File: config.mk
export PLATFORM = sky130hd
export DESIGN_NAME = wdog_prescaled
export DESIGN_NICKNAME = d
export VERILOG_FILES = /design/src/rtl/wdt_pkg.sv /design/src/rtl/wdt_ctrl_reg.sv /design/src/rtl/wdt_period_dec.sv /design/src/rtl/wdt_counter.sv /design/src/rtl/wdog_prescaled.sv
export SDC_FILE = /design/constraint.sdc
export NUM_CORES = 1
export LEC_CHECK = 0
export ABC_AREA = 1
export BUFFER_PORTS_ARGS = -buffer_cell sky130_fd_sc_hd__buf_2
export CAP_MARGIN = 20
export CELL_PAD_IN_SITES_DETAIL_PLACEMENT = 0
export CELL_PAD_IN_SITES_GLOBAL_PLACEMENT = 1
export CORE_UTILIZATION = 43
export DETAILED_ROUTE_END_ITERATION = 12
export PLACE_DENSITY_LB_ADDON = 0.2
export SYNTH_ARGS = -nofsm -noshare
export SYNTH_HDL_FRONTEND = slang
export SYNTH_SLANG_ARGS = --single-unit
File: constraint.sdc
create_clock -name clk_i -period 3.99 [get_ports clk_i]
set_input_delay 0.1995 -clock clk_i [delete_from_list [all_inputs] [get_ports clk_i]]
set_output_delay 0.1995 -clock clk_i [all_outputs]
set_load 0.03 [all_outputs]
File: src/rtl/wdt_pkg.sv
package wdt_pkg;
  localparam int REG_W     = 8;
  localparam int CODE_W    = 4;
  localparam int MIN_SHIFT = 5;
  localparam int NUM_CODES = 12;
  localparam int RST_CODE  = 4;
  localparam int CNT_W     = MIN_SHIFT + NUM_CODES - 1;
endpackage

File: src/rtl/wdt_ctrl_reg.sv
module wdt_ctrl_reg #(
  parameter int REG_W    = wdt_pkg::REG_W,
  parameter int CODE_W   = wdt_pkg::CODE_W,
  parameter int RST_CODE = wdt_pkg::RST_CODE
) (
  input  logic              clk_i,
  input  logic              rst_ni,
  input  logic              wr_en_i,
  input  logic [REG_W-1:0]  wr_data_i,
  output logic [CODE_W-1:0] code_o,
  output logic              sw_en_o,
  output logic [REG_W-1:0]  rd_data_o
);
  localparam int USED_W = CODE_W + 1;

  logic [CODE_W-1:0] code_q;
  logic              en_q;

  always_ff @(posedge clk_i or negedge rst_ni) begin
    if (!rst_ni) begin
      code_q <= CODE_W'(RST_CODE);
      en_q   <= 1'b0;
    end else if (wr_en_i) begin
      code_q <= wr_data_i[CODE_W:1];
      en_q   <= wr_data_i[0];
    end
  end

  assign code_o    = code_q;
  assign sw_en_o   = en_q;
  assign rd_data_o = {{(REG_W-USED_W){1'b0}}, code_q, en_q};

  p_readback_r1: assert property (@(posedge clk_i) disable iff (!rst_ni)
    wr_en_i |=> rd_data_o == {{(REG_W-USED_W){1'b0}}, $past(wr_data_i[USED_W-1:0])});
  p_hold_r1: assert property (@(posedge clk_i) disable iff (!rst_ni)
    !wr_en_i |=> $stable(rd_data_o));
endmodule

File: src/rtl/wdt_period_dec.sv
module wdt_period_dec #(
  parameter int CODE_W    = wdt_pkg::CODE_W,
  parameter int MIN_SHIFT = wdt_pkg::MIN_SHIFT,
  parameter int NUM_CODES = wdt_pkg::NUM_CODES,
  parameter int CNT_W     = wdt_pkg::CNT_W
) (
  input  logic [CODE_W-1:0] code_i,
  output logic [CNT_W-1:0]  term_o
);
  logic [CNT_W-1:0] term_lut [NUM_CODES];

  for (genvar g = 0; g < NUM_CODES; g++) begin : g_term
    assign term_lut[g] = CNT_W'((64'd1 << (MIN_SHIFT + g)) - 64'd1);
  end

  // reserved codes fall back to the longest period
  always_comb begin
    term_o = term_lut[NUM_CODES-1];
    for (int i = 0; i < NUM_CODES; i++) begin
      if (code_i == CODE_W'(i)) term_o = term_lut[i];
    end
  end
endmodule

File: src/rtl/wdt_counter.sv
module wdt_counter #(
  parameter int CNT_W = wdt_pkg::CNT_W
) (
  input  logic             clk_i,
  input  logic             rst_ni,
  input  logic             en_i,
  input  logic             clr_i,
  input  logic             tick_i,
  input  logic [CNT_W-1:0] term_i,
  output logic             timeout_o
);
  logic [CNT_W-1:0] cnt_q;
  logic             to_q;

  always_ff @(posedge clk_i or negedge rst_ni) begin
    if (!rst_ni) begin
      cnt_q <= '0;
      to_q  <= 1'b0;
    end else if (clr_i || !en_i) begin
      cnt_q <= '0;
      to_q  <= 1'b0;
    end else if (tick_i) begin
      if (cnt_q == term_i) begin
        cnt_q <= '0;
        to_q  <= 1'b1;
      end else begin
        cnt_q <= cnt_q + 1'b1;
        to_q  <= 1'b0;
      end
    end else begin
      to_q <= 1'b0;
    end
  end

  assign timeout_o = to_q;

  p_bound_r3: assert property (@(posedge clk_i) disable iff (!rst_ni)
    cnt_q <= term_i);
  p_off_quiet_r6: assert property (@(posedge clk_i) disable iff (!rst_ni)
    !en_i |=> (cnt_q == '0) && !to_q);
  p_clear_r8: assert property (@(posedge clk_i) disable iff (!rst_ni)
    clr_i |=> (cnt_q == '0) && !to_q);
  p_single_r7: assert property (@(posedge clk_i) disable iff (!rst_ni)
    to_q |=> !to_q);
  p_restart_r7: assert property (@(posedge clk_i) disable iff (!rst_ni)
    to_q |-> cnt_q == '0);
endmodule

File: src/rtl/wdog_prescaled.sv
module wdog_prescaled #(
  parameter int REG_W     = wdt_pkg::REG_W,
  parameter int CODE_W    = wdt_pkg::CODE_W,
  parameter int MIN_SHIFT = wdt_pkg::MIN_SHIFT,
  parameter int NUM_CODES = wdt_pkg::NUM_CODES,
  parameter int RST_CODE  = wdt_pkg::RST_CODE
) (
  input  logic             clk_i,
  input  logic             rst_ni,
  input  logic             tick_i,
  input  logic             wr_en_i,
  input  logic [REG_W-1:0] wr_data_i,
  output logic [REG_W-1:0] rd_data_o,
  input  logic             cfg_force_en_i,
  input  logic             kick_i,
  output logic             timeout_o
);
  localparam int CNT_W = MIN_SHIFT + NUM_CODES - 1;

  logic [CODE_W-1:0] code;
  logic              sw_en;
  logic [CNT_W-1:0]  term;
  logic              run;

  wdt_ctrl_reg #(.REG_W(REG_W), .CODE_W(CODE_W), .RST_CODE(RST_CODE)) u_reg (
    .clk_i, .rst_ni, .wr_en_i, .wr_data_i,
    .code_o(code), .sw_en_o(sw_en), .rd_data_o
  );

  wdt_period_dec #(.CODE_W(CODE_W), .MIN_SHIFT(MIN_SHIFT),
                   .NUM_CODES(NUM_CODES), .CNT_W(CNT_W)) u_dec (
    .code_i(code), .term_o(term)
  );

  // hard configuration input overrides the software run bit
  assign run = cfg_force_en_i | sw_en;

  wdt_counter #(.CNT_W(CNT_W)) u_cnt (
    .clk_i, .rst_ni, .en_i(run), .clr_i(kick_i | wr_en_i),
    .tick_i, .term_i(term), .timeout_o
  );

  p_quiet_off_r6: assert property (@(posedge clk_i) disable iff (!rst_ni)
    (!cfg_force_en_i && !sw_en) |=> !timeout_o);
endmodule

# Word-level counts from Yosys, hierarchy flattened
# Cells that the tools add are included.
# classes
add_sub_neg,1
n_eq_ne,12
mux,18
bitwise_logic,2
n_reduce_logical,4
# op_table
operator,n
16-bit two-way mux,15
16-bit by 1-bit adder with 16-bit output (second input constant),1
16-bit == test,1
4-bit by 3-bit == test with 1-bit output (second input constant),4
4-bit == test (second input constant),4
4-bit by 2-bit == test with 1-bit output (second input constant),2
4-bit by 1-bit == test with 1-bit output (second input constant),1
4-bit logical NOT,1
1-bit two-way mux,3
1-bit OR,2
2-bit nonzero test,1
1-bit logical NOT,1
1-bit logical OR,1
# word_totals
reg_bits,22
elab_cells,41

# Depth between registers and ports, before layout
# depth
word_depth,17
mapped_depth,12
mapped_depth_nobuf,11

# Modules after synthesis
# From an unflattened synthesis, not the netlist that was laid out.
# hier_totals
cells_unflattened,277
hier_area_um2,1692.9
# by_module_without_submodules
module,n_inst,cells_per_inst,area_per_inst_um2
wdt_counter,1,216,1292.5
wdt_ctrl_reg,1,30,250.2
wdt_period_dec,1,25,127.6
wdog_prescaled,1,6,22.5

# Least setup slack after synthesis
# OpenSTA, ideal clock, no wires.
# synth_path
kind,register to register
startpoint,reg u_reg.code_q[2] (netlist: u_reg.code_o[2])
endpoint,reg u_cnt.cnt_q[9]
arrival_time_ps,1515
t_required_ps,3865
path_slack_ps,2350
stages_incl_launch_ff,12
n_path_buf,0
cell_sequence,dfstp_2 -> inv_1 -> nand2_2 -> nand2_1 -> nand2_1 -> nand2_1 -> nor2_1 -> nand2_1 -> nor2_2 -> nand3_2 -> nand2_4 -> nor2_1
# synth_between
elab_chain_len,17
word_cells_on_any_way,28
classes_between,eq/ne (12); mux (15); reduce/logical (1)
# synth_rtl
element,line,text
start: declaration,wdt_ctrl_reg.sv:16,logic [CODE_W-1:0] code_q;
start signal: assignment,wdt_ctrl_reg.sv:21,code_q <= CODE_W'(RST_CODE);
start signal: assignment,wdt_ctrl_reg.sv:24,code_q <= wr_data_i[CODE_W:1];
4-bit logical NOT,wdt_period_dec.sv:20,if (code_i == CODE_W'(i)) term_o = term_lut[i];
16-bit two-way mux (11 in series),wdt_period_dec.sv:20,
16-bit two-way mux *,wdt_period_dec.sv:20,
16-bit == test *,wdt_counter.sv:23,if (cnt_q == term_i) begin
16-bit two-way mux *,wdt_counter.sv:23,
16-bit two-way mux *,wdt_counter.sv:22,end else if (tick_i) begin
16-bit two-way mux *,wdt_counter.sv:19,end else if (clr_i || !en_i) begin
end signal: assignment,wdt_counter.sv:27,cnt_q <= cnt_q + 1'b1;
end: declaration,wdt_counter.sv:12,logic [CNT_W-1:0] cnt_q;
# Mark *: on every way between the ends. The rest lies on a longest branch, timed or not. The select of a mux whose other input is x is not followed.
# A chain may end at the register's enable or synchronous reset.

# Final worst setup path
# layout_path
startpoint,reg u_reg.code_q[3] (netlist: u_reg.code_o[3])
endpoint,reg u_cnt.cnt_q[2]
# The elaborated chain is that of the path after synthesis.

==> PnR_summary.wiki <==
{| class="wikitable"
! Metric !! Value
|-
| Cell family with the largest share of critical-path delay || simple AND/OR/NAND/NOR gates
|-
| Critical Path Stages || 11
|-
| Clk_skew || 0.002027 ns
|-
| Critical path origin || u_reg.code_o[3]
|-
| Average cell area after synthesis || 6.914 µm²
|-
| Master cell of the clock root buffer || clkbuf_4
|-
| Vertical extent of the die || 60.80 µm
|-
| Origin of the worst min-delay path || wr_data_i[4]
|-
| Nets@finish || 247
|-
| Ratio of total power to cell area || 276.1 nW/µm²
|-
| Util after Layout || 51.51%
|-
| Clock latency on the worst-skew pair || 0.32 ns
|-
| Leading area contributor after synthesis || dfrtp_1
|-
| Starting utilization of the core area || 47.14%
|-
| Area of all placed cells without fillers || 1624 µm²
|-
| First-pass iteration count of the detailed router || 5
|-
| Number of synthesized flops with an enable pin || 0
|-
| Largest stage delay, worst path || 0.62 ns
|-
| Post-Route Hold Slack || 0.07087 ns
|-
| Worst r2r dst || u_cnt.cnt_q[2]
|-
| Number of buffers created by CTS || 3
|-
| FF+latch count, synth || 22
|-
| Worst Max-Slew Pin Slew || 0.5096 ns
|-
| First-pass GRT wire length || 5775 µm
|-
| Data arrival time at the worst-slack endpoint || 2.00 ns
|-
| IR drop worst, VDD || 0.1411 mV
|-
| Worst reg2reg path startpoint || u_reg.code_o[3]
|-
| Maximum clock rate || 565.7 MHz
|-
| Most frequent cell on the critical path || nand2_1
|-
| Post-cts hold buffer count || 1
|-
| Count of warnings emitted by yosys || 0
|-
| Vias in the first global route || 1295
|-
| Number of antenna diodes || 0
|-
| Number of DRC markers in iteration 0 || 65
|-
| Max FO, Critical Path || 11
|-
| CTS H-tree depth || 1
|-
| Gates resized, CTS repair || 0
|-
| Commonest register cell after synthesis || dfrtp_1
|-
| Vias/cell || 4.967
|-
| Number of sinks handled by clock tree synthesis || 22
|-
| LEAKAGE || 0.7909 nW
|-
| Wire per inst || 12.11 µm
|-
| RePlAce Congestion || 0.8614
|-
| Dominant cells by area after synthesis || dfrtp_1 (35%), nand2_1 (17%), nand3_1 (6.7%)
|-
| Initial antenna violation count || 0
|-
| Longest Clk Path Bufs || 2
|-
| RSZ-0062 raised after global routing || no
|-
| Signed area change from the synthesized netlist to the final layout || 9.259%
|-
| Wirelength, routed || 3331 µm
|-
| Required time of the critical path || 4.22 ns
|-
| Worst-case headroom to the max-slew limit || 66.03%
|-
| Total via count in the routed design || 1366
|-
| Number of I/O port buffers || 16
|-
| Fraction of registers with async set/reset || 100.0%
|-
| Congestion Overflow GR || 0
|-
| Half-perimeter wire length after placement || 2519 µm
|-
| Buffers inserted during post-CTS setup optimization || 0
|-
| Number of failing setup endpoints in the final timing report || 0
|-
| Fillcell total || 325
|-
| Row cnt || 20
|-
| Area share of the largest cell type after synthesis || 35.35%
|-
| Worst slack at placement || 2.234 ns
|-
| Hold violation count in the final report || 0
|-
| Post-route DRC || 0
|-
| Worst hold path type || input pin to flop
|-
| Part of the Yosys area used for sequential elements || 37.12%
|-
| WP buf/inv || 1
|-
| Status || finished clean
|-
| Capturing instance or port of the critical path || u_cnt.cnt_q[2]
|-
| TritonCTS clock tree || done
|-
| Core footprint || 3153 µm²
|-
| Fin worst setup slack || 2.222 ns
|-
| Slowest CP cell || dfrtp_1
|-
| Final Max Slew Viols || 0
|-
| Setup TNS || 0 ns
|-
| Die ar. || 3696 µm²
|-
| Number of different library cells in the post-synthesis netlist || 29
|-
| Cell-by-cell listing of the critical path || inv_2 -> nand2_1 -> nand2_1 -> nand2_1 -> nand2_1 -> nor2_1 -> nand2_1 -> nor2_2 -> nand3_2 -> nand2_4 -> nor2_1
|-
| Antenna Violating Nets Remaining || 0
|-
| Startpoint Class || flop
|-
| Endpoint kind of the worst setup timing path || flop
|-
| Reg clk slew, reported paths || 0.13 ns
|-
| Netlist Area Pre-Place || 1486 µm²
|-
| Post-route clock period utilization || 44.30%
|-
| R2R cell count || 11
|-
| Startpoint-to-endpoint class of the critical path || flop to flop
|-
| Die Width || 60.80 µm
|-
| Number of instances in the synthesized netlist || 215
|-
| Pin count of the biggest net entering global routing || 23
|-
| Gr usage total || 21.26%
|-
| Crit path time final || 1.768 ns
|-
| Area of placed instances || 1578 µm²
|-
| Max cap viols || 0
|-
| Io pins || 23
|-
| Share of cells above drive strength 1 || 15.15%
|-
| R2R Setup Slk || 2.22 ns
|}
==> worst min-delay path by stage <==
stage	slack (ns)	cells past startpoint	to
2_1_floorplan	-0.1	0	u_cnt.cnt_q[0]
3_3_place_gp	0.19	1	u_reg.sw_en_o
3_5_place_dp	0.20	1	u_reg.sw_en_o
4_1_cts	0.08	3	u_reg.code_o[3]
5_1_grt	0.06	3	u_reg.code_o[3]
6_report	0.07	3	u_reg.code_o[3]
==> layout by cell type, fill, tap and decap left out, drive strengths merged, types with 2 or more instances in the layout <==
cell type / instances
buf: 16
clkbuf: 4
conb: 3
dfrtp: 21
inv: 28
nand2: 71
nand3: 21
nand3b: 3
nand4: 3
nor2: 27
nor3: 6
o21ai: 11
o22ai: 2
xor2: 8
==> synth_stat cells, types with 2 or more instances <==
cell,count
buf_2,2
nand2_1,69
nor3_1,5
nand3b_1,3
inv_1,26
inv_2,2
o21ai_0,10
nand4_1,3
o22ai_1,2
xor2_1,8
buf_4,4
dfrtp_1,21
nand3_1,20
nor2_1,22
nor2_4,2
nor2_2,3
==> worst reg2reg max path: stages, from the launching register on <==
cell and delay [ns]:
dfrtp_1 0.62, inv_2 0.15, nand2_1 0.12, nand2_1 0.06, nand2_1 0.05, nand2_1 0.05, nor2_1 0.08, nand2_1 0.07
nor2_2 0.15, nand3_2 0.12, nand2_4 0.15, nor2_1 0.06
==> layer usage <==
metal  track usage (%)  up-vias  wire length [µm]
met3             1.919        4               144
met1             30.46      621              1645
li1                  -      703                 -
met4             6.818        0                40
met5                 0        -                 0
met2             33.91       38              1501
==> stage by stage <==
stage          cells  total power, W
2_1_floorplan    217       0.0003020
3_3_place_gp     270       0.0003203
3_5_place_dp     270       0.0003211
4_1_cts          275       0.0004489
5_1_grt          275       0.0004675
6_report         275       0.0004484
==> flip-flops by register name, indices dropped and copies added (netlist names) <==
signal,cells
u_cnt.cnt_q,16
u_reg.code_o,4
u_cnt.timeout_o,1
u_reg.sw_en_o,1
==> kinds of logic after synthesis <==
family                     count (synthesis)  share of synthesized area (%)
AOI/OAI and AO/OA                         15                          5.893
other                                      1                         0.2523
and+or+nand+nor                          132                          39.90
DFF                                       22                          37.12
buffers and inverters                     35                          10.52
xor gates and xnor gates                   8                          4.714
adders and majority gates                  1                         0.8416
muxes                                      1                         0.7575
==> final cells by class <==
type	count	area (µm²)	share of cell area [%]
multi-input cells	160	785.8	48.38
flip-flops and latches	22	551.8	33.98
inverters	28	105.1	6.471
repair buffers	17	90.09	5.547
well taps	44	55.05	3.390
clock buffers	4	36.28	2.234
==> power breakdown <==
group | internal [W] | total (W) | switching (W)
sequential | 0.000229 | 0.000237 | 0.00000850
combinational | 0.0000242 | 0.0000802 | 0.0000560
clock | 0.0000559 | 0.000131 | 0.0000749
total | 0.000309 | 0.000448 | 0.000139
Power figures use the tool's default switching activity.
